`src/rtl/lop_pkg.sv`:
```
package lop_pkg;

    // Index width for a given vector width; never below one bit.
    function automatic int unsigned lop_idx_width(input int unsigned width);
        return (width < 2) ? 1 : $clog2(width);
    endfunction

    // Number of doubling stages the prefix network needs.
    function automatic int unsigned lop_stage_count(input int unsigned width);
        return (width < 2) ? 1 : $clog2(width);
    endfunction

endpackage

```
`src/rtl/lop_prefix_or.sv`:
```
module lop_prefix_or
    import lop_pkg::*;
#(
    parameter int unsigned WIDTH = 8
) (
    input  logic [WIDTH-1:0] vec_i,
    output logic [WIDTH-1:0] therm_o
);
    localparam int unsigned STAGES = lop_stage_count(WIDTH);

    // level[k] holds, at bit i, the OR of vec_i[i +: 2**k] (clipped at the top)
    logic [WIDTH-1:0] level_d [0:STAGES];

    assign level_d[0] = vec_i;

    for (genvar k = 0; k < STAGES; k++) begin : g_stage
        localparam int unsigned SHIFT = 1 << k;
        assign level_d[k+1] = level_d[k] | (level_d[k] >> SHIFT);
    end

    assign therm_o = level_d[STAGES];

endmodule

```
`src/rtl/lop_therm_decode.sv`:
```
module lop_therm_decode
    import lop_pkg::*;
#(
    parameter int unsigned WIDTH = 8
) (
    input  logic [WIDTH-1:0]                    therm_i,
    output logic [lop_idx_width(WIDTH)-1:0]     idx_o,
    output logic                                any_o
);
    localparam int unsigned IDX_W = lop_idx_width(WIDTH);

    logic [WIDTH-1:0] rise_d;
    logic [WIDTH-1:0] sel_d [IDX_W];

    // Edge of the thermometer: set where this bit is 1 and the one above is 0.
    assign rise_d[WIDTH-1] = therm_i[WIDTH-1];
    for (genvar i = 0; i < WIDTH - 1; i++) begin : g_rise
        assign rise_d[i] = therm_i[i] & ~therm_i[i+1];
    end

    // Each index bit ORs the edge positions whose number carries that bit.
    for (genvar b = 0; b < IDX_W; b++) begin : g_bit
        for (genvar i = 0; i < WIDTH; i++) begin : g_pos
            if (((i >> b) & 1) == 1) begin : g_take
                assign sel_d[b][i] = rise_d[i];
            end else begin : g_skip
                assign sel_d[b][i] = 1'b0;
            end
        end
        assign idx_o[b] = |sel_d[b];
    end

    assign any_o = therm_i[0];

    always_comb begin
        for (int i = 0; i < WIDTH - 1; i++) begin
            AST_THERM_SHAPE: assert (!(therm_i[i+1] && !therm_i[i]));
        end
        AST_SINGLE_EDGE: assert ($onehot0(rise_d));
    end

endmodule

```
`src/rtl/lop_encoder.sv`:
```
module lop_encoder
    import lop_pkg::*;
#(
    parameter int unsigned WIDTH = 8
) (
    input  logic [WIDTH-1:0]                vec_i,
    output logic [lop_idx_width(WIDTH)-1:0] idx_o,
    output logic                            any_o
);
    localparam int unsigned IDX_W = lop_idx_width(WIDTH);

    logic [WIDTH-1:0] therm_d;
    logic [IDX_W-1:0] idx_d;
    logic             any_d;

    lop_prefix_or #(.WIDTH(WIDTH)) u_prefix (
        .vec_i   (vec_i),
        .therm_o (therm_d)
    );

    lop_therm_decode #(.WIDTH(WIDTH)) u_decode (
        .therm_i (therm_d),
        .idx_o   (idx_d),
        .any_o   (any_d)
    );

    assign idx_o = idx_d;
    assign any_o = any_d;

    always_comb begin
        if (any_d) begin
            AST_LEAD_BIT_SET: assert (vec_i[idx_d] == 1'b1);
            AST_ABOVE_CLEAR: assert (((vec_i >> idx_d) >> 1) == '0);
        end else begin
            AST_EMPTY_IDX_ZERO: assert (idx_d == '0);
            AST_EMPTY_INPUT: assert (vec_i == '0);
        end
    end

endmodule

```
`config.mk`:
```
export PLATFORM = sky130hd
export DESIGN_NAME = lop_encoder
export DESIGN_NICKNAME = d
export VERILOG_FILES = /design/src/rtl/lop_pkg.sv /design/src/rtl/lop_prefix_or.sv /design/src/rtl/lop_therm_decode.sv /design/src/rtl/lop_encoder.sv
export SDC_FILE = /design/constraint.sdc
export NUM_CORES = 1
export LEC_CHECK = 0
export BUFFER_PORTS_ARGS = -buffer_cell sky130_fd_sc_hd__buf_2
export CAP_MARGIN = 20
export CORE_AREA = 2 2 39 41
export DETAILED_ROUTE_END_ITERATION = 7
export DIE_AREA = 0 0 41 43
export PLACE_DENSITY = 0.3
export SYNTH_ARGS = -nofsm -noshare
export SYNTH_HDL_FRONTEND = slang
export SYNTH_HIERARCHICAL = 1
export SYNTH_SLANG_ARGS = --single-unit
```
`constraint.sdc`:
```
create_clock -name vclk -period 2.1
set_input_delay 0.105 -clock vclk [all_inputs]
set_output_delay 0.105 -clock vclk [all_outputs]
set_load 0.02 [all_outputs]
```
==> flow_summary_export.csv, run 1 <==
group,metric,value,unit
outcome,outcome,"completed",
worst_setup_path,critPathLaunchType,"primary input",
power,p_leak,0.0706,nW
final_layout,diodes,0,
worst_setup_path,critPathCaptureType,"output pin",
yosys,synth_top_area_cell,"nor4_4",
yosys,netlist_instances,21,
global_route,grt_max_degree,6,
global_route,antenna_found_initial,0,
run,maxCapViolCount,0,
global_route,overflow,0,
detailed_routing,highest_layer,"met3",
sta,finalWorstSetupSlack,0.473,ns
yosys,syn-cell-area,139,µm²
worst_setup_path,cp_max_fo,5,
global_route,grt_pass1_vias,129,
power,peakVddDrop,29.2,µV
sta,worst-slew-pin-transition,0.356,ns
sta,period_share,0.775,
final_layout,fillers,160,
worst_setup_path,crit_required,2.00,ns
clock_network,cts_hold_buf,0,
detailed_routing,drt_wl_total,314,µm
floorplanning,core-area,1380,µm²
worst_setup_path,crit_end,"idx_o[0]",
sta,fmax,615,MHz
yosys,synth_nets,29,
placement,hpwl,281,µm
worst_setup_path,critical_path_class,"in -> out",
sta,setup_violations,0,
floorplanning,pin_count,12,
floorplanning,initial_core_util,0.100,
sta,min_period,1.63,ns
floorplanning,die-height,43,µm
detailed_routing,routed-wl-met2,96,µm
yosys,yosysUniqueCellTypes,12,
placement,place_inst,47,
sta,hold_viol,0,
detailed_routing,dr.pass1.iters,2,
final_layout,mostFrequentLayoutCells,"12 x buf_2, 3 x nor2b_1, 3 x nor2_1, 3 x nand2_1",
detailed_routing,wl_met1,164,µm
placement,dp_slack,0.471,ns
yosys,synth_top_cell_area_share,0.153,
detailed_routing,met3_length,53,µm
yosys,seq_area_frac_synth,0,
final_layout,multiInputGateArea,120,µm²
floorplanning,die_w,41,µm
floorplanning,die_area,1760,µm²
detailed_routing,vias,157,
final_layout,clkbuf_count,0,
global_route,track_usage,0.0370,
power,powerDensity,133,nW/µm²
sta,relSlewSlack,0.761,
final_layout,seq_cells,0,
sta,maxSlewViolCount,0,
placement,place.gp.congestion,0.609,
yosys,avgSynthCellArea,6.61,µm²
detailed_routing,vias_per_cell,3.34,
clock_network,postCtsSetupBuffers,0,
clock_network,cts_resized,0,
yosys,ys_warn_count,6,
sta,fin_tns_setup,0,ns
final_layout,regArea,0,µm²
hold_path,hold_class,"in -> out",
final_layout,fin_cells,47,
final_layout,final_nets,41,
yosys,yosys-top-cells-area,"nor4_4 15%, nor2b_1 14%, buf_4 11%, nand3b_1 11%, nand2b_1 9.0%",
sta,rsz0062_at_grt,"no",
worst_setup_path,crit_start,"vec_i[7]",
floorplanning,rows,14,
detailed_routing,first_iter_violations,2,
final_layout,syn_to_final_growth,46.8,%
final_layout,final_common_cell,"buf_2",
detailed_routing,ant_nets,0,
placement,io_buffers,12,
final_layout,drive_gt1_frac,0.516,
worst_setup_path,critPathArrivalTime,1.52,ns
global_route,grt_pass1_wl,503,µm
detailed_routing,wl_per_cell,6.68,µm
detailed_routing,drc,0,
sta,holdWs,0.518,ns
==> power breakdown <==
part / switching (mW) / internal, mW
Clock: 0 / 0
Sequential: 0 / 0
Combinational: 0.0136 / 0.0136
==> logic make-up (layout without fill, tap and decap cells) <==
logic type / count (synthesis) / in the layout / share of synthesized area
AND/OR/NAND/NOR: 18 / 18 / 0.865
buffers and inverters: 3 / 13 / 0.135
==> cell type report <==
| type | count | area share |
|---|---|---|
| Tap cell | 16 | 0.0982 |
| Timing Repair Buffer | 12 | 0.294 |
| Inverter | 1 | 0.0184 |
| Multi-Input combinational cell | 18 | 0.589 |
==> metal layers <==
| metal | GRT usage | vias up |
|---|---|---|
| met4 | 0 | 0 |
| met2 | 0.0531 | 11 |
| met5 | 0 | - |
| li1 | - | 90 |
| met3 | 0 | 0 |
| met1 | 0.0633 | 56 |
==> synthesized netlist by cell type (all sizes together) <==
cell type  n
nand2      3
or3        1
buf        2
nand2b     2
inv        1
or4        1
or2        1
nor4       1
nand3b     2
nor3       1
nor2       3
nor2b      3
==> worst max-delay path: stages <==
cell and delay, ns:
buf_2 0.13, or3_2 0.48, nor2b_1 0.14, or4_4 0.49, buf_2 0.17
==> worst min-delay path by stage <==
stage          depth (start not counted)      from  slack (ns)  endpoint
2_1_floorplan                          2  vec_i[0]        0.42     any_o
3_3_place_gp                           3  vec_i[0]        0.52     any_o
3_5_place_dp                           3  vec_i[0]        0.52     any_o
4_1_cts                                3  vec_i[0]        0.52     any_o
5_1_grt                                3  vec_i[0]        0.55     any_o
6_report                               3  vec_i[0]        0.52     any_o
==> stage by stage <==
step / area [µm²] / power, mW / util
CTS: 204 / 0.0274 / 0.147
finish: 204 / 0.0271 / 0.147
detailed placement: 204 / 0.0273 / 0.147
floorplan: 139 / 0.0149 / -
global route: 204 / 0.0297 / 0.147
global placement: 204 / 0.0278 / 0.147
(Power assumes the default switching activity.)
==> inputs of run 2 (changes only) <==
==> constraint.sdc (replaced) <==
create_clock -name vclk -period 1.7
set_input_delay 0.085 -clock vclk [all_inputs]
set_output_delay 0.085 -clock vclk [all_outputs]
set_load 0.02 [all_outputs]
==> run 2 against run 1 <==
Compared with the run above:
- setup slack worse by 0.37 ns
- cell area stayed put
- die area stayed put
- core utilization stayed put
- combinational power is 24% higher
- routed wire length stayed put
- sequential cell count stayed put
- global-route usage is 0.60 points higher
- final cell count stayed put
==> flow_summary_export.csv, run 2 (same netlist as run 1, synthesis figures left out) <==
group,metric,value,unit
final_layout,post-route-util,0.147,
worst_setup_path,critPathCaptureType,"output pin",
worst_setup_path,crit_required,1.62,ns
global_route,grt_pass1_wl,579,µm
worst_setup_path,critical_path_class,"in -> out",
final_layout,final_nets,41,
final_layout,diodes,0,
global_route,track_usage,0.0430,
detailed_routing,vias_per_cell,3.32,
placement,place_inst,47,
placement,dp_slack,0.0978,ns
placement,place.gp.congestion,0.622,
detailed_routing,drc,0,
sta,finalWorstSetupSlack,0.100,ns
detailed_routing,first_iter_violations,2,
worst_setup_path,cp_max_fo,5,
power,power_frac_seq,0,
floorplanning,die_w,41,µm
final_layout,final_common_cell,"buf_2",
sta,period_share,0.941,
sta,fin_tns_setup,0,ns
detailed_routing,ant_nets,0,
power,powerDensity,165,nW/µm²
outcome,outcome,"completed",
global_route,antenna_found_initial,0,
floorplanning,rows,14,
sta,fmax,625,MHz
final_layout,mostFrequentLayoutCells,"12 x buf_2, 3 x nor2b_1, 3 x nor2_1, 3 x nand2_1",
floorplanning,pin_count,12,
placement,io_buffers,12,
clock_network,cts_hold_buf,0,
placement,hpwl,296,µm
global_route,overflow,0,
floorplanning,core-area,1380,µm²
sta,setup_violations,0,
power,power.share.clock,0,
worst_setup_path,crit_start,"vec_i[7]",
final_layout,syn_to_final_growth,46.8,%
power,comb_power_share,1.000,
sta,holdWs,0.486,ns
worst_setup_path,crit_end,"idx_o[0]",
floorplanning,die_area,1760,µm²
sta,relSlewSlack,0.786,
sta,worst-slew-pin-transition,0.318,ns
sta,maxSlewViolCount,0,
global_route,grt_pass1_vias,144,
placement,placed_area,204,µm²
clock_network,postCtsSetupBuffers,0,
global_route,grt_max_degree,6,
floorplanning,die-height,43,µm
final_layout,drive_gt1_frac,0.516,
final_layout,regArea,0,µm²
power,switching_power,0.0169,mW
sta,rsz0062_at_grt,"no",
power,peakVddDrop,31.3,µV
worst_setup_path,critPathLaunchType,"primary input",
detailed_routing,vias,156,
final_layout,seq_cells,0,
power,p_leak,0.0706,nW
detailed_routing,drt_wl_total,314,µm
clock_network,cts_resized,0,
detailed_routing,dr.pass1.iters,2,
floorplanning,initial_core_util,0.100,
power,total_power,0.0337,mW
sta,hold_viol,0,
final_layout,design_area,204,µm²
run,maxCapViolCount,0,
hold_path,hold_class,"in -> out",
final_layout,clkbuf_count,0,
power,sw_frac_of_total,0.502,
sta,min_period,1.60,ns
final_layout,fin_cells,47,
power,p_int,0.0168,mW
detailed_routing,wl_per_cell,6.68,µm
worst_setup_path,critPathArrivalTime,1.51,ns
[run 2: cell counts in the layout (fill, tap and decap cells not counted)]
Identical to the previous run, type by type.
[run 2: worst min path at each step]
| stage | slack (ns) | depth (start not counted) | from | end |
|---|---|---|---|---|
| 2_1_floorplan | 0.38 | 2 | vec_i[0] | any_o |
| 3_3_place_gp | 0.48 | 3 | vec_i[0] | any_o |
| 3_5_place_dp | 0.48 | 3 | vec_i[0] | any_o |
| 4_1_cts | 0.49 | 3 | vec_i[0] | any_o |
| 5_1_grt | 0.52 | 3 | vec_i[0] | any_o |
| 6_report | 0.49 | 3 | vec_i[0] | any_o |
[run 2: critical path, stage by stage]
cell	delay, ns
buf_2	0.13
or3_2	0.48
nor2b_1	0.15
or4_4	0.50
buf_2	0.17
[run 2: power groups by stage]
stage	clock network (mW)	registers (mW)	logic (mW)
floorplan	0	0	0.0184
global placement	0	0	0.0344
detailed placement	0	0	0.0341
CTS	0	0	0.0342
global route	0	0	0.0373
finish	0	0	0.0337
[run 2: area by class of cell]
type,count,area (µm²)
multi-input combinational,18,120
fill,171,1180
inverter,1,3.75
tap,16,20.0
timing repair buffer,12,60.1
[run 2: layer usage]
layer | GRT usage | vias up | wire [µm]
li1 | - | 90 | -
met1 | 0.0791 | 55 | 156
met2 | 0.0563 | 11 | 91
met3 | 0 | 0 | 66
met4 | 0 | 0 | 0
met5 | 0 | - | 0
==> inputs of run 3 (changes only) <==
--- a/config.mk
+++ b/config.mk
@@ -5,12 +5,13 @@
 export SDC_FILE = /design/constraint.sdc
 export NUM_CORES = 1
 export LEC_CHECK = 0
-export BUFFER_PORTS_ARGS = -buffer_cell sky130_fd_sc_hd__buf_2
 export CAP_MARGIN = 20
 export CORE_AREA = 2 2 39 41
 export DETAILED_ROUTE_END_ITERATION = 7
 export DIE_AREA = 0 0 41 43
+export DONT_BUFFER_PORTS = 1
 export PLACE_DENSITY = 0.3
+export SLEW_MARGIN = 20
 export SYNTH_ARGS = -nofsm -noshare
 export SYNTH_HDL_FRONTEND = slang
 export SYNTH_HIERARCHICAL = 1
==> run 3 against run 2 <==
Compared with the run above:
- sequential share of layout area unchanged
- cell area decreased by 29%
- routed wire length decreased by 11%
- critical path type unchanged
- combinational power fell by 47%
- global-route usage shrank 1.4 points
- non-clock buffer count down 12
- total power is 47% lower
- fmax is 19% higher
- via count fell by 21%
- critical path depth shrank 2
- hold slack lost 0.18 ns
- die area unchanged
==> flow_summary_export.csv, run 3 (same netlist as run 1, synthesis figures left out) <==
group,metric,value,unit
hold_path,min_path_cells,1,
global_route,grt_pass1_wl,386,µm
power,powerDensity,123,nW/µm²
power,peakVddDrop,13.3,µV
worst_setup_path,cp_max_fo,5,
detailed_routing,wl_per_cell,8.00,µm
final_layout,drive_gt1_frac,0.211,
worst_setup_path,critPathLaunchType,"primary input",
floorplanning,die_w,41,µm
floorplanning,core-area,1380,µm²
global_route,antenna_found_initial,0,
floorplanning,rows,14,
sta,worst-slew-pin-transition,0.329,ns
final_layout,post-route-util,0.104,
final_layout,diodes,0,
hold_path,hold_end,"idx_o[0]",
final_layout,syn_to_final_growth,3.60,%
detailed_routing,vias,124,
floorplanning,initial_core_util,0.100,
sta,rsz0062_at_grt,"no",
detailed_routing,ant_nets,0,
detailed_routing,dr.pass1.iters,4,
placement,place.gp.congestion,0.605,
global_route,grt_max_degree,6,
detailed_routing,first_iter_violations,4,
power,p_leak,0.0284,nW
power,sw_frac_of_total,0.512,
floorplanning,pin_count,12,
detailed_routing,drt_wl_total,280,µm
worst_setup_path,crit_required,1.62,ns
final_layout,final_nets,29,
placement,hpwl,270,µm
hold_path,hold_class,"in -> out",
power,power_frac_seq,0,
clock_network,cts_hold_buf,0,
clock_network,cts_resized,0,
sta,fmax,746,MHz
detailed_routing,vias_per_cell,3.54,
floorplanning,die-height,43,µm
sta,min_period,1.34,ns
hold_path,hp-start,"vec_i[7]",
global_route,overflow,0,
power,p_int,0.00866,mW
power,power.share.clock,0,
final_layout,seq_cells,0,
power,total_power,0.0177,mW
sta,fin_tns_setup,0,ns
sta,period_share,0.788,
clock_network,postCtsSetupBuffers,0,
global_route,track_usage,0.0290,
power,switching_power,0.00908,mW
final_layout,mostFrequentLayoutCells,"3 x nor2b_1, 3 x nor2_1, 3 x nand2_1, 2 x nand2b_1, 2 x nand3b_1",
sta,hold_viol,0,
floorplanning,die_area,1760,µm²
power,comb_power_share,1.000,
final_layout,clkbuf_count,0,
sta,maxSlewViolCount,0,
global_route,grt_pass1_vias,109,
outcome,outcome,"completed",
final_layout,fillers,156,
placement,io_buffers,0,
final_layout,regArea,0,µm²
worst_setup_path,critPathCaptureType,"output pin",
sta,relSlewSlack,0.779,
worst_setup_path,critical_path_class,"in -> out",
run,maxCapViolCount,0,
detailed_routing,drc,0,
sta,setup_violations,0,
worst_setup_path,critPathArrivalTime,1.26,ns
run 3: cell types whose count changed in the layout (fill, tap and decap cells not counted), sizes merged:
cell / before / now
buf: 12 / 0
run 3: routing by layer:
| metal | global-route usage | vias up | wire length, µm |
|---|---|---|---|
| li1 | - | 64 | - |
| met1 | 0.0538 | 48 | 140 |
| met2 | 0.0375 | 12 | 82 |
| met3 | 0 | 0 | 57 |
| met4 | 0 | 0 | 0 |
| met5 | 0 | - | 0 |
run 3: power by group through the flow:
stage | registers [mW] | logic [mW] | clock network [mW]
CTS | 0 | 0.0180 | 0
global placement | 0 | 0.0177 | 0
detailed placement | 0 | 0.0179 | 0
global route | 0 | 0.0194 | 0
floorplan | 0 | 0.0184 | 0
finish | 0 | 0.0177 | 0
run 3: how the worst max path moves through the flow:
stage / startpoint / end / slack [ns] / cells past startpoint
finish: vec_i[7] / idx_o[0] / 0.36 / 3
global route: vec_i[7] / idx_o[0] / 0.33 / 3
CTS: vec_i[7] / idx_o[0] / 0.36 / 3
detailed placement: vec_i[7] / idx_o[0] / 0.36 / 3
global placement: vec_i[7] / idx_o[0] / 0.36 / 3
floorplan: vec_i[7] / idx_o[0] / 0.38 / 3
run 3: layout make-up:
cell class	instances	area, µm²	share of cell area
multi-input combinational	18	120	0.835
inverter	1	3.75	0.0261
tap	16	20.0	0.139
run 3: worst max-delay path: stages:
cell and delay, ns:
or3_2 0.47, nor2b_1 0.14, or4_4 0.56
run 3: stage by stage:
stage / cell area (µm²) / std cells / hold WS [ns] / setup slack [ns]
3_3_place_gp: 144 / 35 / 0.307 / 0.365
6_report: 144 / 35 / 0.308 / 0.360
3_5_place_dp: 144 / 35 / 0.308 / 0.362
2_1_floorplan: 139 / 21 / 0.376 / 0.381
5_1_grt: 144 / 35 / 0.311 / 0.333
4_1_cts: 144 / 35 / 0.308 / 0.358
